[config.mk]
export PLATFORM = sky130hd
export DESIGN_NAME = spi_cs_seq
export DESIGN_NICKNAME = d
export VERILOG_FILES = /design/src/rtl/spi_cs_seq_pkg.sv /design/src/rtl/spi_cs_seq_map.sv /design/src/rtl/spi_cs_seq_slot.sv /design/src/rtl/spi_cs_seq_gap.sv /design/src/rtl/spi_cs_seq_fsm.sv /design/src/rtl/spi_cs_seq.sv
export SDC_FILE = /design/constraint.sdc
export NUM_CORES = 1
export LEC_CHECK = 0
export ABC_CLOCK_PERIOD_IN_PS = 4700
export BUFFER_PORTS_ARGS = -buffer_cell sky130_fd_sc_hd__clkbuf_2
export CAP_MARGIN = 10
export CORE_UTILIZATION = 53
export DETAILED_ROUTE_END_ITERATION = 6
export PLACE_DENSITY = 0.77
export SLEW_MARGIN = 0
export SYNTH_ARGS = -nofsm -noshare
export SYNTH_HDL_FRONTEND = slang
export SYNTH_SLANG_ARGS = --single-unit
[constraint.sdc]
create_clock -name clk_i -period 4.7 [get_ports clk_i]
set_input_delay 0.94 -clock clk_i [delete_from_list [all_inputs] [get_ports clk_i]]
set_output_delay 0.94 -clock clk_i [all_outputs]
set_load 0.005 [all_outputs]
[src/rtl/spi_cs_seq_pkg.sv]
package spi_cs_seq_pkg;
  typedef enum logic [1:0] {
    ST_IDLE,
    ST_LEAD,
    ST_SHIFT,
    ST_TAIL
  } seq_st_e;

  function automatic int max_int(input int a, input int b);
    return (a > b) ? a : b;
  endfunction
endpackage

[src/rtl/spi_cs_seq_map.sv]
module spi_cs_seq_map #(
  parameter int CS_W = 4
) (
  input  logic [CS_W-1:0] sel_i,
  input  logic            decode_i,
  output logic [CS_W-1:0] cs_n_o
);
  logic [CS_W-1:0] pri_n;

  // bit i wins when it is zero and every lower bit is one
  for (genvar i = 0; i < CS_W; i++) begin : g_pri
    localparam logic [CS_W-1:0] LOW = (CS_W'(1) << i) - CS_W'(1);
    assign pri_n[i] = sel_i[i] | ~(&(sel_i | ~LOW));
  end

  assign cs_n_o = decode_i ? sel_i : pri_n;
endmodule

[src/rtl/spi_cs_seq_slot.sv]
module spi_cs_seq_slot #(
  parameter int CS_W   = 4,
  parameter int BITS_W = 6
) (
  input  logic              clk_i,
  input  logic              rst_ni,
  input  logic              req_i,
  input  logic [CS_W-1:0]   sel_i,
  input  logic [BITS_W-1:0] bits_i,
  input  logic              take_i,
  output logic              valid_o,
  output logic [CS_W-1:0]   sel_o,
  output logic [BITS_W-1:0] bits_o
);
  always_ff @(posedge clk_i or negedge rst_ni) begin
    if (!rst_ni) begin
      valid_o <= 1'b0;
      sel_o   <= '1;
      bits_o  <= '0;
    end else if (take_i) begin
      valid_o <= 1'b0;
    end else if (req_i && !valid_o) begin
      valid_o <= 1'b1;
      sel_o   <= sel_i;
      bits_o  <= bits_i;
    end
  end
endmodule

[src/rtl/spi_cs_seq_gap.sv]
module spi_cs_seq_gap #(
  parameter int DIV_W = 4,
  parameter int DLY_W = 8
) (
  input  logic             clk_i,
  input  logic             rst_ni,
  input  logic             busy_i,
  input  logic             same_i,
  input  logic [DIV_W-1:0] div_i,
  input  logic [DLY_W-1:0] gap_dly_i,
  input  logic [DLY_W-1:0] swap_dly_i,
  output logic             ok_o
);
  localparam int QW = spi_cs_seq_pkg::max_int(DIV_W + 1, DLY_W) + 2;

  logic [QW-1:0] quiet_q;
  logic [QW-1:0] need;

  // 2H+1+G for the same device, 2H+3+W for a new one, with H = div+1
  always_comb begin
    need = (QW'(div_i) << 1) +
           (same_i ? QW'(gap_dly_i) + QW'(3) : QW'(swap_dly_i) + QW'(5));
  end

  // counts the high cycles so far, including the current one
  always_ff @(posedge clk_i or negedge rst_ni) begin
    if (!rst_ni)             quiet_q <= '1;
    else if (busy_i)         quiet_q <= QW'(1);
    else if (quiet_q != '1)  quiet_q <= quiet_q + QW'(1);
  end

  assign ok_o = (quiet_q >= need);
endmodule

[src/rtl/spi_cs_seq_fsm.sv]
module spi_cs_seq_fsm
  import spi_cs_seq_pkg::*;
#(
  parameter int CS_W   = 4,
  parameter int BITS_W = 6,
  parameter int DIV_W  = 4,
  parameter int DLY_W  = 8
) (
  input  logic              clk_i,
  input  logic              rst_ni,
  input  logic              start_i,
  input  logic [CS_W-1:0]   pat_i,
  input  logic [BITS_W-1:0] bits_i,
  input  logic [DIV_W-1:0]  div_i,
  input  logic [DLY_W-1:0]  sot_i,
  input  logic [DLY_W-1:0]  eot_i,
  input  logic              pol_i,
  input  logic              pha_i,
  output logic              busy_o,
  output logic              sclk_o,
  output logic [CS_W-1:0]   cs_n_o,
  output logic [CS_W-1:0]   last_pat_o,
  output logic              done_o
);
  localparam int CW = max_int(DIV_W, DLY_W) + 1;
  localparam int PW = BITS_W + 1;

  seq_st_e           st_q;
  logic [CW-1:0]     cnt_q;
  logic [PW-1:0]     ph_q, last_ph_q, last_ph_d, bits_ext;
  logic [DIV_W-1:0]  half_q;
  logic [DLY_W-1:0]  eot_q;
  logic              pha_q, pol_q, done_q;
  logic [CS_W-1:0]   pat_q;

  always_comb begin
    bits_ext  = (bits_i == '0) ? PW'(1) : PW'(bits_i);
    last_ph_d = (bits_ext << 1) - PW'(2) + PW'(pha_i);
  end

  always_ff @(posedge clk_i or negedge rst_ni) begin
    if (!rst_ni) begin
      st_q      <= ST_IDLE;
      cnt_q     <= '0;
      ph_q      <= '0;
      last_ph_q <= '0;
      half_q    <= '0;
      eot_q     <= '0;
      pha_q     <= 1'b0;
      pol_q     <= 1'b0;
      pat_q     <= '1;
      done_q    <= 1'b0;
    end else begin
      done_q <= 1'b0;
      unique case (st_q)
        ST_IDLE: begin
          if (start_i) begin
            st_q      <= ST_LEAD;
            cnt_q     <= CW'(div_i) + CW'(sot_i);
            half_q    <= div_i;
            eot_q     <= eot_i;
            pha_q     <= pha_i;
            pol_q     <= pol_i;
            pat_q     <= pat_i;
            last_ph_q <= last_ph_d;
          end
        end
        ST_LEAD: begin
          if (cnt_q == '0) begin
            st_q  <= ST_SHIFT;
            cnt_q <= CW'(half_q);
            ph_q  <= '0;
          end else begin
            cnt_q <= cnt_q - CW'(1);
          end
        end
        ST_SHIFT: begin
          if (cnt_q == '0) begin
            if (ph_q == last_ph_q) begin
              if (eot_q == '0) begin
                st_q   <= ST_IDLE;
                done_q <= 1'b1;
              end else begin
                st_q  <= ST_TAIL;
                cnt_q <= CW'(eot_q) - CW'(1);
              end
            end else begin
              ph_q  <= ph_q + PW'(1);
              cnt_q <= CW'(half_q);
            end
          end else begin
            cnt_q <= cnt_q - CW'(1);
          end
        end
        ST_TAIL: begin
          if (cnt_q == '0) begin
            st_q   <= ST_IDLE;
            done_q <= 1'b1;
          end else begin
            cnt_q <= cnt_q - CW'(1);
          end
        end
        default: st_q <= ST_IDLE;
      endcase
    end
  end

  // active half periods: even phases with pha=0, odd phases with pha=1
  always_comb begin
    if (st_q == ST_IDLE)                        sclk_o = pol_i;
    else if (st_q == ST_SHIFT && ph_q[0] == pha_q) sclk_o = ~pol_q;
    else                                        sclk_o = pol_q;
  end

  assign busy_o     = (st_q != ST_IDLE);
  assign cs_n_o     = busy_o ? pat_q : '1;
  assign last_pat_o = pat_q;
  assign done_o     = done_q;
endmodule

[src/rtl/spi_cs_seq.sv]
module spi_cs_seq #(
  parameter int CS_W   = 4,
  parameter int BITS_W = 6,
  parameter int DIV_W  = 4,
  parameter int DLY_W  = 8
) (
  input  logic              clk_i,
  input  logic              rst_ni,
  input  logic              enable_i,
  input  logic [DIV_W-1:0]  div_i,
  input  logic              cpol_i,
  input  logic              cpha_i,
  input  logic [DLY_W-1:0]  sot_dly_i,
  input  logic [DLY_W-1:0]  eot_dly_i,
  input  logic [DLY_W-1:0]  gap_dly_i,
  input  logic [DLY_W-1:0]  swap_dly_i,
  input  logic              cs_decode_i,
  input  logic              req_i,
  input  logic [CS_W-1:0]   req_sel_i,
  input  logic [BITS_W-1:0] req_bits_i,
  output logic              sclk_o,
  output logic [CS_W-1:0]   cs_n_o,
  output logic              done_o,
  output logic              busy_o,
  output logic              oe_o
);
  logic              pend_v;
  logic [CS_W-1:0]   pend_sel;
  logic [BITS_W-1:0] pend_bits;
  logic [CS_W-1:0]   cand_pat, last_pat;
  logic              gap_ok, start, busy;

  spi_cs_seq_slot #(.CS_W(CS_W), .BITS_W(BITS_W)) u_slot (
    .clk_i   (clk_i),
    .rst_ni  (rst_ni),
    .req_i   (req_i),
    .sel_i   (req_sel_i),
    .bits_i  (req_bits_i),
    .take_i  (start),
    .valid_o (pend_v),
    .sel_o   (pend_sel),
    .bits_o  (pend_bits)
  );

  spi_cs_seq_map #(.CS_W(CS_W)) u_map (
    .sel_i    (pend_sel),
    .decode_i (cs_decode_i),
    .cs_n_o   (cand_pat)
  );

  spi_cs_seq_gap #(.DIV_W(DIV_W), .DLY_W(DLY_W)) u_gap (
    .clk_i      (clk_i),
    .rst_ni     (rst_ni),
    .busy_i     (busy),
    .same_i     (cand_pat == last_pat),
    .div_i      (div_i),
    .gap_dly_i  (gap_dly_i),
    .swap_dly_i (swap_dly_i),
    .ok_o       (gap_ok)
  );

  assign start = !busy && pend_v && enable_i && gap_ok;

  spi_cs_seq_fsm #(
    .CS_W(CS_W), .BITS_W(BITS_W), .DIV_W(DIV_W), .DLY_W(DLY_W)
  ) u_fsm (
    .clk_i      (clk_i),
    .rst_ni     (rst_ni),
    .start_i    (start),
    .pat_i      (cand_pat),
    .bits_i     (pend_bits),
    .div_i      (div_i),
    .sot_i      (sot_dly_i),
    .eot_i      (eot_dly_i),
    .pol_i      (cpol_i),
    .pha_i      (cpha_i),
    .busy_o     (busy),
    .sclk_o     (sclk_o),
    .cs_n_o     (cs_n_o),
    .last_pat_o (last_pat),
    .done_o     (done_o)
  );

  assign busy_o = busy;
  assign oe_o   = enable_i | busy;
endmodule

* After elaboration in Yosys (flattened, before gate mapping)
Index checks and enable logic that the tools add are counted.
** Operators by class
- Order comparisons :: 1
- $add $sub $neg :: 10
- Reductions and logical operators :: 22
- Muxes and demuxes :: 33
- Bitwise gates (word level) :: 9
- Equality and inequality tests :: 15
** Operators by type and width (number)
- 9-bit 2-to-1 mux :: 6
- 9-bit one-hot mux with 4 select lines :: 1
- 10-bit 2-to-1 mux :: 3
- 7-bit 2-to-1 mux :: 3
- 7-bit one-hot mux with 2 select lines :: 1
- 2-bit 2-to-1 mux :: 6
- 10-bit by 1-bit adder with 10-bit output, second input constant :: 1
- 5-bit by 10-bit adder with 10-bit output :: 1
- 10-bit greater-or-equal comparator :: 1
- 10-bit != test, second input constant :: 1
- 4-bit by 8-bit adder with 9-bit output :: 1
- 8-bit by 2-bit adder with 9-bit output, second input constant :: 1
- 8-bit by 3-bit adder with 9-bit output, second input constant :: 1
- 9-bit zero test :: 1
- 8-bit by 1-bit subtractor with 9-bit output, second input constant :: 1
- 9-bit by 1-bit subtractor with 9-bit output, second input constant :: 1
- 8-bit zero test :: 1
- 1-bit 2-to-1 mux :: 8
- 4-bit 2-to-1 mux :: 2
- 2-bit by 1-bit != test with 1-bit output, second input constant :: 4
- 2-bit one-hot mux with 4 select lines :: 1
- 2-bit nonzero test :: 4
- 7-bit by 1-bit adder with 7-bit output :: 1
- 7-bit by 1-bit adder with 7-bit output, second input constant :: 1
- 20 further kinds :: 38
** Word-level totals
- Bits in registers :: 65
- Input port bits :: 53
- Output and inout bits :: 8
- Logic and storage cells :: 104

* Logic depth before layout (Yosys ltp)
- Depth after elaboration :: 11
- Gate-level depth with buffers :: 23
- Depth with buffers taken out :: 20

* Cells and area by module
A second synthesis with hierarchy kept.
** Second synthesis, totals
- Cell total of the unflattened synthesis :: 544
- Area, all modules :: 4769.6 um^2
** By module, submodules not included
- spi_cs_seq_fsm :: area an instance 3010.4 um^2, cells each 359, times used 1, sequential area each 1081.0 um^2
- spi_cs_seq_gap :: area an instance 1232.4 um^2, cells each 147, times used 1, sequential area each 262.8 um^2
- spi_cs_seq_slot :: area an instance 424.2 um^2, cells each 25, times used 1, sequential area each 280.3 um^2
- spi_cs_seq :: area an instance 63.8 um^2, cells each 7, times used 1, sequential area each 0.0 um^2
- spi_cs_seq_map :: area an instance 38.8 um^2, cells each 6, times used 1, sequential area each 0.0 um^2

* Worst setup path after synthesis
Ideal clock, no wire load.
- Kind :: input to register
- Start point :: input cs_decode_i
- End point :: register u_fsm.eot_q[2]
- Arrival :: 4.609 ns
- Buffers on the path :: 2
- Slack :: -0.034 ns
- Setup time :: 0.125 ns
- Required time :: 4.575 ns
- Stages on the path :: 18
- Cells stage by stage :: a31oi_1 > nor2_1 > xnor2_2 > nor3_4 > buf_4 > mux2i_1 > ha_1 > fa_1 > a21o_1 > a21oi_1 > nor3_1 > xor2_1 > ha_1 > and3_1 > a221oi_1 > a211oi_2 > buf_2 > mux2_2
** On the way
- Longest elaborated chain between the ends :: 7
** Ends and longest elaborated chain
- start: declaration :: line spi_cs_seq.sv:17 : input logic cs_decode_i,
- 4-bit 2-to-1 mux :: line spi_cs_seq_map.sv:16 : assign cs_n_o = decode_i ? sel_i : pri_n;
- 4-bit equality test :: line spi_cs_seq.sv:55 : .same_i (cand_pat == last_pat),
- 10-bit 2-to-1 mux :: line spi_cs_seq_gap.sv:22 : (same_i ? QW'(gap_dly_i) + QW'(3) : QW'(swap_dly_i) + QW'(5));
- 5-bit by 10-bit adder with 10-bit output :: line spi_cs_seq_gap.sv:21 : need = (QW'(div_i) << 1) +
- 10-bit greater-or-equal comparator :: line spi_cs_seq_gap.sv:32 : assign ok_o = (quiet_q >= need);
- 1-bit logical AND :: line spi_cs_seq.sv:62 : assign start = !busy && pend_v && enable_i && gap_ok;
- 2-bit AND reduction (no source line)
- end signal: assignment :: line spi_cs_seq_fsm.sv:61 : eot_q <= eot_i;
- end: declaration :: line spi_cs_seq_fsm.sv:32 : logic [DLY_W-1:0] eot_q;
No other way between the ends.
A chain may end at the register's enable or synchronous reset.

* Final worst setup path
- Start point :: input cs_decode_i
- End point :: register u_fsm.cnt_q[5]
** On the way
- Longest elaborated chain between the ends :: 8
** Ends and longest elaborated chain
- 4-bit 2-to-1 mux :: line spi_cs_seq_map.sv:16
- 4-bit equality test :: line spi_cs_seq.sv:55
- 10-bit 2-to-1 mux :: line spi_cs_seq_gap.sv:22
- 5-bit by 10-bit adder with 10-bit output :: line spi_cs_seq_gap.sv:21
- 10-bit greater-or-equal comparator :: line spi_cs_seq_gap.sv:32
- 1-bit logical AND :: line spi_cs_seq.sv:62
- 2-bit != test (no source line)
- 3-bit AND reduction (no source line)
- end signal: assignment :: line spi_cs_seq_fsm.sv:59 : cnt_q <= CW'(div_i) + CW'(sot_i);
- end signal: assignment :: line spi_cs_seq_fsm.sv:71 : cnt_q <= CW'(half_q);
- end signal: assignment :: line spi_cs_seq_fsm.sv:74 : cnt_q <= cnt_q - CW'(1);
- end: declaration :: line spi_cs_seq_fsm.sv:29 : logic [CW-1:0] cnt_q;
No other way between the ends.

==> results.yml <==
layout:
  nFillCells: 676
  area_growth_pct: 17.5
  insertedDiodeCount: 0
  layoutNonFillerInstCount: 688
  final_net_count: 658
  fin_area_um2: 5310
  final_layout_size_suffix_gt1_share_pct: 25.4
synth:
  synth_seq_cells: 64
  synth_top_area_share_pct: 25.5
  synth_nets: 585
  yosysTopAreaCell: "dfrtp_1"
  synth_edf_count: 0
  yosysSeqAreaShare_pct: 36.0
  yosys.area_share.simple_pct: 18.0
  synth-compound-area-share_pct: 17.2
  synth_top_family_by_area: "simple AND/OR/NAND/NOR gates"
  synthXorXnorAreaFrac_pct: 9.28
  syn_inst: 505
  synthTopCellsByCount: "nor2_1 (52), dfrtp_1 (46), a21oi_1 (38), o21ai_0 (38), nand2_1 (36)"
  synthAdderAreaFrac_pct: 7.81
  yosysMostFrequentCell: "nor2_1"
  synth_warnings: 0
  synthFlopType: "dfrtp_1"
  async_flop_share_pct: 100
  synthTopCellsByArea: "dfrtp_1 (25%), dfstp_2 (10%), ha_1 (6.9%)"
  synthMuxAreaShare_pct: 7.54
  ys_types: 63
  postSynthAreaPerCell_um2: 8.94
  synth_area_um2: 4520
worst_hold_path:
  hold_path.class: "reg -> reg"
  holdCritStartpoint: "u_gap.quiet_q[1]$_DFFE_PN1P_"
sta:
  worst_slew_pin_slew_ps: 979
  maxSlewHeadroom_pct: 34.6
  setup_slack_ps: 256
  finalCritPeriodShare_pct: 94.6
  finalHoldViolCount: 0
  slew_violations: 0
  setup_violations: 0
  period_minus_slack_ps: 4440
  fin_worst_skew_ps: 5.96
  rsz0062_at_grt: "no"
  setup_tns_ps: 0
  fmaxAchievable_ghz: 0.225
setup_path:
  crit_fanout: 12
  endpoint: "u_fsm.cnt_q[5]$_DFFE_PN0P_"
  rrSetupSlack_ps: 350
  reg2reg_to: "u_fsm.cnt_q[5]$_DFFE_PN0P_"
  setup.worst_path.start: "cs_decode_i"
  ff2ff_path_depth: 19
  cp_data_required_time_ps: 4930
  crit_type: "in -> reg"
  setup.worst_path.end_class: "flip-flop"
  rr_startpoint: "u_slot.sel_o[0]$_DFFE_PN1P_"
  worst_ep_arrival_time_ps: 4670
  start_kind: "input pin"
drt:
  drt_pre_antenna_iters: 5
  drtIter0Drc: 181
  wire_per_inst_um: 15.7
  vias_per_cell: 5.78
  vias: 3976
  remaining_drc_errors: 0
  ant_nets: 0
  drt-total-wl_um: 10800
power_and_ir_drop:
  sw_frac_of_total_pct: 37.3
  leakagePower_uw: 0.00236
  pwr-share-comb_pct: 40.1
  intPower_uw: 1680
  power_density_nw_per_um2: 504
  power_uw: 2680
  power_frac_clock_pct: 21.9
  p_seq_share_pct: 37.9
  ir_worst_vdd_mv: 0.333
  switchingPower_uw: 998
floorplanning:
  core_area_um2: 8220
  rows: 33
  die_area_um2: 8890
  io_pins: 61
  start_util_pct: 55.0
  die_w_um: 94.3
  die_h_um: 94.3
global_routing:
  grt_pass1_vias: 3765
  grt_overflow_total: 0
  grt_usage_pct: 25.6
  grt_pass1_wl_um: 17600
  antenna_found_initial: 0
  grt_max_degree: 46
clock_network:
  path_clk_slew_ps: 70
  cts_max_path_buffers: 2
  clock-sinks: 64
  h-tree-depth: 3
  insertion_delay_ps: 340
  numCtsBuffers: 9
  cts_hold_buf: 0
  clockRootBuffer: "clkbuf_8"
  cts_tree: "yes"
placement:
  dp_hpwl_um: 8030
  numPortBuffers: 60
  globalplace.congestion: 0.895
  dpl.cell_count: 671
  pre_cts_ws_ps: -153
  placed_area_um2: 5030
job:
  maxCapViolations: 0
run_status:
  status: "complete, no violations"
[power groups by stage]
stage | logic [uW] | registers [uW] | clock network (uW)
global route | 1200 | 1040 | 618
CTS | 1060 | 1010 | 597
detailed placement | 1050 | 1020 | 0
global placement | 1010 | 1000 | 0
floorplan | 812 | 926 | 0
finish | 1070 | 1010 | 587
[critical path: stages]
cell and delay, ps:
clkbuf_2 130, a31oi_1 150, nor2_1 100, xnor2_2 150, nor3_4 150, buf_4 170
mux2i_1 80, ha_1 210, fa_1 390, a21o_1 160, a21oi_1 180, nor3_1 90
xor2_1 160, ha_1 300, and3_1 210, a221oi_2 300, o21ai_0 130, a31oi_2 260
nor2_4 120, mux2_2 280
[sequential cells by signal, indices dropped and copies added, names as in the netlist, 2 cells and up]
register          flops
u_fsm.half_q          4
u_fsm.last_pat_o      4
u_fsm.eot_q           8
u_fsm.ph_q            7
u_fsm.last_ph_q       7
u_gap.quiet_q        10
u_slot.sel_o          4
u_slot.bits_o         6
u_fsm.st_q            2
u_fsm.cnt_q           9
[worst min-delay path by stage]
| stage | cells after the start | slack, ps | endpoint |
|---|---|---|---|
| after CTS | 2 | 510 | u_gap.quiet_q[1]$_DFFE_PN1P_ |
| after detailed placement | 2 | 500 | u_gap.quiet_q[1]$_DFFE_PN1P_ |
| after floorplan | 2 | 460 | u_gap.quiet_q[1]$_DFFE_PN1P_ |
| after global routing | 2 | 530 | u_gap.quiet_q[1]$_DFFE_PN1P_ |
| final | 2 | 500 | u_gap.quiet_q[1]$_DFFE_PN1P_ |
| after global placement | 2 | 480 | u_gap.quiet_q[1]$_DFFE_PN1P_ |
[cells by family (layout without fill, tap and decap cells)]
group / Yosys count / in the layout
DFF: 64 / 64
adders and majority gates: 27 / 27
AOI/OAI and AO/OA: 127 / 127
other: 1 / 1
xor gates and xnor gates: 47 / 47
and+or+nand+nor: 162 / 162
buffers and inverters: 46 / 124
muxes: 31 / 31
[layout by cell type (no fill, tap or decap), types with 3 or more instances in the layout]
master     count
clkbuf_8      10
o22ai_1        6
o21a_1         4
xor2_1        18
bufinv_16      3
nand3_1       15
ha_1          25
buf_4         19
or3_1          4
nand2b_1       7
dfstp_2       18
inv_1         27
o211ai_1       3
xnor2_1       28
and3_1         8
nor2b_1        4
dfrtp_1       46
a31oi_1        5
clkbuf_2      60
mux2_2        24
nor3b_1        6
a21oi_1       38
nand2_1       36
mux2i_1        7
a21o_1         5
nand4_1        3
nor3_1        14
a22oi_1        3
o21ai_0       38
nor2_1        52
[per-layer routing]
metal / track usage (%) / wire [um]
met5: 0 / 0
met4: 7.69 / 146
met3: 4.77 / 407
met2: 42.8 / 5500
met1: 33.8 / 4770
[area by class of cell]
cell class              count  area [um^2]  area share (%)
multi-input cells         395         2730            51.4
flip-flops and latches     64         1620            30.6
repair buffers             81          474            8.94
clock buffers              11          141            2.66
well taps                 105          131            2.48
clock inverters             5          105            1.98
inverters                  27          101            1.91
[stage by stage]
stage	utilization (%)	hold WS (ps)
global route	64.6	529
detailed placement	61.2	495
finish	64.6	500
global placement	61.2	484
floorplan	-	464
CTS	64.2	508
[what timing repair did]
item / 4_1_cts / 5_1_grt
resized for setup: 0 / 4
buffers inserted: 0 / 1
endpoints found under the setup margin: 0 / 21
Note: power is estimated with default switching activity, not from simulation.
